## src/rtl/bpr_pkg.sv

```systemverilog
package bpr_pkg;
  localparam int BYTE_W = 8;
  typedef logic [BYTE_W-1:0] byte_t;

  // modular step: 0,1,..,last,0
  function automatic int wrap_inc(input int v, input int last);
    return (v >= last) ? 0 : v + 1;
  endfunction

  function automatic logic [2:0] hdr_dest(input byte_t h);
    return h[5:3];
  endfunction

  function automatic logic [2:0] hdr_src(input byte_t h);
    return h[2:0];
  endfunction
endpackage

```

## src/rtl/bpr_idle_timer.sv

```systemverilog
module bpr_idle_timer #(
  parameter int IDLE_BITS = 16
) (
  input  logic clk,
  input  logic rst_n,
  input  logic bit_tick,
  input  logic line_rx,
  input  logic activity,
  output logic idle_hit
);
  localparam int CW = $clog2(IDLE_BITS + 1);

  logic [CW-1:0] run_q;

  // fires once, on the sample that completes the high run
  assign idle_hit = bit_tick && line_rx && (run_q == CW'(IDLE_BITS - 1));

  always_ff @(posedge clk) begin
    if (!rst_n) begin
      run_q <= '0;
    end else if (activity) begin
      run_q <= '0;
    end else if (bit_tick) begin
      if (!line_rx)                    run_q <= '0;
      else if (run_q != CW'(IDLE_BITS)) run_q <= run_q + 1'b1;
    end
  end
endmodule

```

## src/rtl/bpr_framer.sv

```systemverilog
module bpr_framer
  import bpr_pkg::*;
#(
  parameter int PKT_BYTES = 5,
  localparam int DATA_N = PKT_BYTES - 1,
  localparam int IDX_W  = $clog2(PKT_BYTES)
) (
  input  logic                   clk,
  input  logic                   rst_n,
  input  logic                   byte_valid,
  input  byte_t                  byte_data,
  input  logic                   idle_hit,
  output logic [IDX_W-1:0]       idx,
  output logic                   abort_evt,
  output logic                   commit,
  output byte_t                  commit_hdr,
  output byte_t [DATA_N-1:0]     commit_data
);
  localparam int LAST = PKT_BYTES - 1;

  logic [IDX_W-1:0]    idx_q;
  byte_t               hdr_q;
  byte_t [DATA_N-2:0]  stage_q;
  logic                take;

  assign abort_evt = idle_hit && (idx_q != '0);
  assign take      = byte_valid && !abort_evt;
  assign commit    = take && (idx_q == IDX_W'(LAST));
  assign idx       = idx_q;
  assign commit_hdr = hdr_q;

  always_ff @(posedge clk) begin
    if (!rst_n) begin
      idx_q <= '0;
      hdr_q <= '0;
    end else begin
      if (abort_evt)  idx_q <= '0;
      else if (take)  idx_q <= IDX_W'(wrap_inc(int'(idx_q), LAST));
      if (take && idx_q == '0) hdr_q <= byte_data;
    end
  end

  for (genvar k = 0; k < DATA_N - 1; k++) begin : g_stage
    always_ff @(posedge clk) begin
      if (!rst_n)                              stage_q[k] <= '0;
      else if (take && idx_q == IDX_W'(k + 1)) stage_q[k] <= byte_data;
    end
    assign commit_data[k] = stage_q[k];
  end
  // last data byte bypasses staging and lands with the commit
  assign commit_data[DATA_N-1] = byte_data;
endmodule

```

## src/rtl/bpr_display.sv

```systemverilog
module bpr_display
  import bpr_pkg::*;
#(
  parameter int DATA_N = 4,
  localparam int SEL_W = $clog2(DATA_N)
) (
  input  logic               clk,
  input  logic               rst_n,
  input  logic               load,
  input  byte_t              load_hdr,
  input  byte_t [DATA_N-1:0] load_data,
  input  logic               sel_pulse,
  output byte_t [DATA_N-1:0] data_q,
  output byte_t              hdr_q,
  output logic [SEL_W-1:0]   sel_q,
  output logic               valid_q,
  output byte_t              disp_byte
);
  always_ff @(posedge clk) begin
    if (!rst_n) begin
      data_q  <= '0;
      hdr_q   <= '0;
      valid_q <= 1'b0;
      sel_q   <= '0;
    end else begin
      valid_q <= load;
      if (load) begin
        data_q <= load_data;
        hdr_q  <= load_hdr;
      end
      if (sel_pulse) sel_q <= SEL_W'(wrap_inc(int'(sel_q), DATA_N - 1));
    end
  end

  assign disp_byte = data_q[sel_q];
endmodule

```

## src/rtl/bus_pkt_rx.sv

```systemverilog
module bus_pkt_rx
  import bpr_pkg::*;
#(
  parameter int PKT_BYTES = 5,
  parameter int IDLE_BITS = 16,
  localparam int DATA_N = PKT_BYTES - 1,
  localparam int IDX_W  = $clog2(PKT_BYTES),
  localparam int SEL_W  = $clog2(DATA_N)
) (
  input  logic             clk,
  input  logic             rst_n,
  input  logic             byte_valid,
  input  logic [7:0]       byte_data,
  input  logic             bit_tick,
  input  logic             line_rx,
  input  logic             sel_pulse,
  output logic [7:0]       disp_byte,
  output logic [SEL_W-1:0] disp_idx,
  output logic             pkt_valid,
  output logic [7:0]       last_header,
  output logic [2:0]       last_dest,
  output logic [2:0]       last_src
);
  // internal events, named for the checker
  logic               idle_hit;
  logic               abort_evt;
  logic               commit;
  logic [IDX_W-1:0]   idx;
  byte_t              commit_hdr;
  byte_t [DATA_N-1:0] commit_data;
  byte_t [DATA_N-1:0] data_q;

  bpr_idle_timer #(.IDLE_BITS(IDLE_BITS)) u_idle (
    .clk      (clk),
    .rst_n    (rst_n),
    .bit_tick (bit_tick),
    .line_rx  (line_rx),
    .activity (byte_valid),
    .idle_hit (idle_hit)
  );

  bpr_framer #(.PKT_BYTES(PKT_BYTES)) u_frm (
    .clk         (clk),
    .rst_n       (rst_n),
    .byte_valid  (byte_valid),
    .byte_data   (byte_data),
    .idle_hit    (idle_hit),
    .idx         (idx),
    .abort_evt   (abort_evt),
    .commit      (commit),
    .commit_hdr  (commit_hdr),
    .commit_data (commit_data)
  );

  bpr_display #(.DATA_N(DATA_N)) u_disp (
    .clk       (clk),
    .rst_n     (rst_n),
    .load      (commit),
    .load_hdr  (commit_hdr),
    .load_data (commit_data),
    .sel_pulse (sel_pulse),
    .data_q    (data_q),
    .hdr_q     (last_header),
    .sel_q     (disp_idx),
    .valid_q   (pkt_valid),
    .disp_byte (disp_byte)
  );

  assign last_dest = hdr_dest(last_header);
  assign last_src  = hdr_src(last_header);
endmodule

```

## config.mk

```make
export PLATFORM = sky130hd
export DESIGN_NAME = bus_pkt_rx
export DESIGN_NICKNAME = d
export VERILOG_FILES = /design/src/rtl/bpr_pkg.sv /design/src/rtl/bpr_idle_timer.sv /design/src/rtl/bpr_framer.sv /design/src/rtl/bpr_display.sv /design/src/rtl/bus_pkt_rx.sv
export SDC_FILE = /design/constraint.sdc
export NUM_CORES = 1
export LEC_CHECK = 0
export ABC_AREA = 1
export BUFFER_PORTS_ARGS = -buffer_cell sky130_fd_sc_hd__buf_4
export CORE_ASPECT_RATIO = 1.4
export CORE_MARGIN = 2
export CORE_UTILIZATION = 46
export CTS_BUF_LIST = sky130_fd_sc_hd__clkbuf_2
export DETAILED_ROUTE_END_ITERATION = 10
export GPL_TIMING_DRIVEN = 0
export PLACE_DENSITY_LB_ADDON = 0.1
export SLEW_MARGIN = 10
export SYNTH_ARGS = -nofsm -noshare
export SYNTH_HDL_FRONTEND = slang
export SYNTH_SLANG_ARGS = --single-unit
export TNS_END_PERCENT = 20
```

## constraint.sdc

```tcl
create_clock -name clk -period 2.2 [get_ports clk]
set_input_delay 0.44 -clock clk [delete_from_list [all_inputs] [get_ports clk]]
set_output_delay 0.44 -clock clk [all_outputs]
set_load 0.03 [all_outputs]
```

**Yosys cells after proc, flatten, opt, wreduce, memory -nomap -nowiden**

Index checks and enable logic that the tools add are counted.
Widths: inputs -> output; s select.

- Output and inout bits: 25
- Register bits after elaboration: 83
- Logic and storage cells: 48
- Bits of input ports: 14

- Magnitude comparators: 3
- Add/sub/neg operators: 3
- Bitwise operators: 1
- Eq/ne operators: 7
- Reductions and logical operators: 15
- Muxes and demuxes: 6

Operators by type and width:

| cell | count |
|---|---|
| $bmux 8 s2 | 1 |
| $mux 5 | 2 |
| $logic_and 1x1->1 | 9 |
| $mux 8 | 1 |
| $eq 3x2->1 const B | 2 |
| $add 5x1->5 const B | 1 |
| $eq 5x4->1 const B | 1 |
| $ne 5x5->1 const B | 1 |
| $reduce_or 2->1 | 2 |
| $add 3x1->3 const B | 1 |
| $eq 3x1->1 const B | 1 |
| $eq 3x3->1 const B | 1 |
| $ge 3x3->1 const B | 1 |
| $logic_not 3->1 | 1 |
| $lt 2x3->1 const B | 1 |
| $mux 3 | 1 |
| $reduce_bool 3->1 | 1 |
| $add 2x1->2 const B | 1 |
| $ge 2x2->1 const B | 1 |
| $mux 2 | 1 |
| $ne 2x1->1 const B | 1 |
| $reduce_and 2->1 | 1 |
| $logic_not 1->1 | 1 |
| $not 1->1 | 1 |

**Depth between registers and ports, before layout**

- Depth in word-level cells: 6
- Gate-level depth with buffers: 12
- Mapped depth without buffers: 11

**By module**

A second synthesis with hierarchy kept.

- Cell total of the unflattened synthesis: 605
- Area, all modules: 4,086.4 um2

By module, submodules not included:

| module | cells an instance | seq. area each (um2) | instances | area each (um2) |
|---|---|---|---|---|
| bpr_display | 282 | 860.8 | 1 | 1,911.8 |
| bpr_framer | 266 | 700.7 | 1 | 1,789.2 |
| bpr_idle_timer | 51 | 100.1 | 1 | 340.3 |
| bus_pkt_rx | 6 | 0.0 | 1 | 45.0 |

**Least setup slack after synthesis**

OpenSTA, ideal clock, no wires.

- Path kind: flip-flop to output port
- Start: register u_disp.sel_q[0]
- End: output disp_byte[2]
- Path slack: 0.207 ns
- Arrival time: 1.553 ns
- Path buffers: 1
- Data required time: 1.760 ns
- Cell stages (with the launch flop): 6
- Cell sequence: dfxtp_1 > inv_1 > clkbuf_1 > o21ai_0 > a21oi_1 > a21oi_1

- Longest elaborated chain between the ends: 2

Ends and longest elaborated chain:

| element | line | source |
|---|---|---|
| start, declared | bpr_display.sv:15 | `output logic [SEL_W-1:0] sel_q,` |
| start signal, assigned | bpr_display.sv:31 | `if (sel_pulse) sel_q <= SEL_W'(wrap_inc(int'(sel_q), DATA_N - 1));` |
| $bmux 8 s2 | bpr_display.sv:35 | `assign disp_byte = data_q[sel_q];` |
| $mux 8 (not written as such) | bpr_display.sv:35 |  |
| end, declared | bus_pkt_rx.sv:17 | `output logic [7:0] disp_byte,` |

Every way passes these cells. The select of a mux whose other input is x is not followed.

**Final worst setup path**

Ends and elaborated chain as after synthesis.

==> results.yml <==
final_layout:
  flow.area_growth_from_synthesis_pct: 15.5
  layout_commonest_cell: "sky130_fd_sc_hd__nand2_1"
  highest_count_cells_in_the_layout_ignoring_fill_and_taps: "151 x sky130_fd_sc_hd__nand2_1, 113 x sky130_fd_sc_hd__inv_1, 111 x sky130_fd_sc_hd__nor2_1"
  design.final.nets: 690
  final_layout_size_suffix_gt1_frac: 0.158
  final_util: 0.545
  antenna_cells: 0
pwr:
  power.density_nw_per_um2: 629
  leakage_nw: 2.46
  p_sw_frac: 0.305
  clock_power_share: 0.262
  total_switching_power_w: 0.000895
  irDropWorstVdd_mv: 0.273
  p_comb_frac: 0.185
  p_total_w: 0.00293
  seqPwrFrac: 0.553
  cell_internal_pwr_w: 0.00204
global_route:
  grt.overflow.total: 0
  grt_pass1_vias: 3457
  global_route_wire_length_before_repair_um: 16100
  grt_max_degree: 13
  grtUsageTotal: 0.213
  initial_antenna_violation_count: 0
placement:
  place.port_buffers: 38
  preCtsSetupSlack_ps: 248
  routabilityCongestion: 0.813
  place_hpwl_um: 7150
sta:
  grt_setup_unrepaired: "true"
  timing.fmax_ghz: 0.475
  finalHoldWorstSlack_ps: 86.5
  finalMaxSlewViolations: 0
  number_of_setup_violations_in_the_final_report: 0
  finalHoldViolations: 0
  normalized_max_slew_margin: 0.633
  setup_slack_ps: 93.0
  final_min_period_over_clock_period: 0.958
  clock-skew-final_ps: 18.6
  worst_max_slew_pin_slew_ps: 551
  post-route-min-period_ps: 2110
setup_path:
  timing.critical_path.fanout_max: 7
  path_cells: "inv_4, buf_8, o21ai_4, a21oi_1, a21oi_1, buf_4"
  critPathLaunch: "u_disp.sel_q[0]"
  timing.rr.start: "u_idle.run_q[0]"
  reg2reg_setup_slack_ps: 330
  timing.critical_path.arrival_ps: 1670
  r2r-end: "u_disp.data_q[18]"
  cpMostUsedCell: "sky130_fd_sc_hd__a21oi_1"
  worst_setup_path_start_kind: "flip-flop"
  timing.critical_path.slowest_stage_cell: "sky130_fd_sc_hd__dfxtp_2"
  peak_per_stage_delay_on_the_critical_path_ps: 400
  cp-end-kind: "output port"
  r2r.worst_path.cells: 10
  start_to_end_type_of_the_worst_setup_path: "reg2out"
  required_ps: 1760
detailed_routing:
  drc_errors: 0
  routed-via-count: 3587
  drt_pre_antenna_iters: 4
  ant_nets: 0
  drt-vias-per-instance: 4.62
  detail_route.iter0.violations: 179
  wire_per_inst_um: 12.3
  drt_wl_total_um: 9540
worst_hold_path:
  hp-class: "in2reg"
  hold-path-cell-count: 3
  hold_path_end: "u_disp.data_q[29]"
  timing.hold.worst.start: "byte_data[5]"
die:
  die_outline_area_um2: 9550
  die_w_um: 83.2
  floorplan.die.height_um: 115
  starting_density_of_the_core: 0.472
  std_cell_rows: 40
  design.portCount: 39
  design.core.area_um2: 8560
synthesis:
  synth.yosys.seq_area_share: 0.412
  synth.area.top_cells: "sky130_fd_sc_hd__dfxtp_1 41%, sky130_fd_sc_hd__nand2_1 14%, sky130_fd_sc_hd__inv_1 11%"
  syn-mean-instance-area_um2: 6.57
  ys_seq_elements: 83
  synth_top_area_share: 0.412
  syn-instance-count: 615
  synth_warnings: 0
  syn_nets: 638
  yosys.cell_types.count: 24
  netlist_area_um2: 4040
  leading_area_contributor_after_synthesis: "sky130_fd_sc_hd__dfxtp_1"
cts:
  cts-root-buf: "sky130_fd_sc_hd__clkbuf_2"
  clk_lat_worst_skew_ps: 570
  clk_transition_reported_paths_ps: 220
  holdBufCountCts: 0
  cts.path.max_buffers: 2
  clock_tree_from_tritoncts: "yes"
  clock_sink_count: 83
  numCtsBuffers: 9
  cts-htree-levels: 3
flow_run:
  count_of_maximum_capacitance_violations: 0
outcome:
  outcome: "finished clean"
per-stage QoR:
stage / TNS (ps) / instance area (um^2) / cells
5_1_grt: -3.17 / 4660 / 776
2_1_floorplan: 0 / 4040 / 615
6_report: 0 / 4660 / 776
3_3_place_gp: 0 / 4450 / 758
3_5_place_dp: 0 / 4450 / 758
4_1_cts: -74.4 / 4610 / 775
power by group through the flow:
stage               Combinational, W  Sequential (W)  Clock [W]
global route                0.000611         0.00163   0.000853
detailed placement          0.000509         0.00165          0
floorplan                   0.000337         0.00166          0
global placement            0.000505         0.00165          0
CTS                         0.000531         0.00162   0.000793
finish                      0.000544         0.00162   0.000769
critical path: cells and delay by family (launching register included):
family | cells | cell delay [ps]
flip-flops | 1 | 400
buffers and inverters | 3 | 370
AO/OA/AOI/OAI | 3 | 330
state kept, by name, indices dropped and copies added, names as in the netlist:
register           flops
u_disp.data_q         32
u_disp.sel_q           2
u_frm.commit_data     24
u_frm.idx              3
u_disp.valid_q         1
u_idle.run_q           5
u_frm.commit_hdr       8
u_disp.hdr_q           8
repair_timing:
item                                    4_1_cts  5_1_grt
gates cloned                                  0        1
buffers inserted                              2        1
endpoints found under the setup margin        8        8
gates resized for setup                      18       11
pin swaps                                     0        1
how the worst max path moves through the flow:
stage                   endpoint  cells after the start
floorplan           disp_byte[2]                      5
global placement    disp_byte[3]                      6
detailed placement  disp_byte[3]                      6
CTS                 disp_byte[2]                      6
global route        disp_byte[7]                      5
finish              disp_byte[2]                      6
logic make-up after synthesis:
kind of cell    after synthesis  share of synthesized area
compound gates               59                     0.0738
fa+ha+maj                     9                     0.0279
buf+inv                     151                      0.163
flops                        83                      0.412
simple gates                313                      0.324
cell type report:
cell class / count / area, um^2
fill: 909 / 3890
clock buffer: 11 / 55.1
multi-input combinational: 381 / 1750
sequential: 83 / 1670
buffer: 34 / 248
inverter: 116 / 440
tap: 105 / 131
clock inverter: 4 / 42.5
timing repair buffer: 42 / 333
routing by layer:
| layer | global-route usage | wire length (um) | up-vias |
|---|---|---|---|
| li1 | - | - | 1944 |
| met1 | 0.242 | 4180 | 1552 |
| met4 | 0.138 | 339 | 0 |
| met3 | 0.0330 | 296 | 21 |
| met5 | 0 | 0 | - |
| met2 | 0.374 | 4720 | 70 |
synth_stat cells, drive strengths merged:
library cell	number
a211oi	1
a21oi	41
buf	30
clkbuf	5
dfxtp	83
ha	9
inv	116
nand2	153
nand3	10
nand3b	2
nand4	26
nor2	119
nor3	3
o21ai	17
No activity file was read; power rests on OpenSTA's default activity.
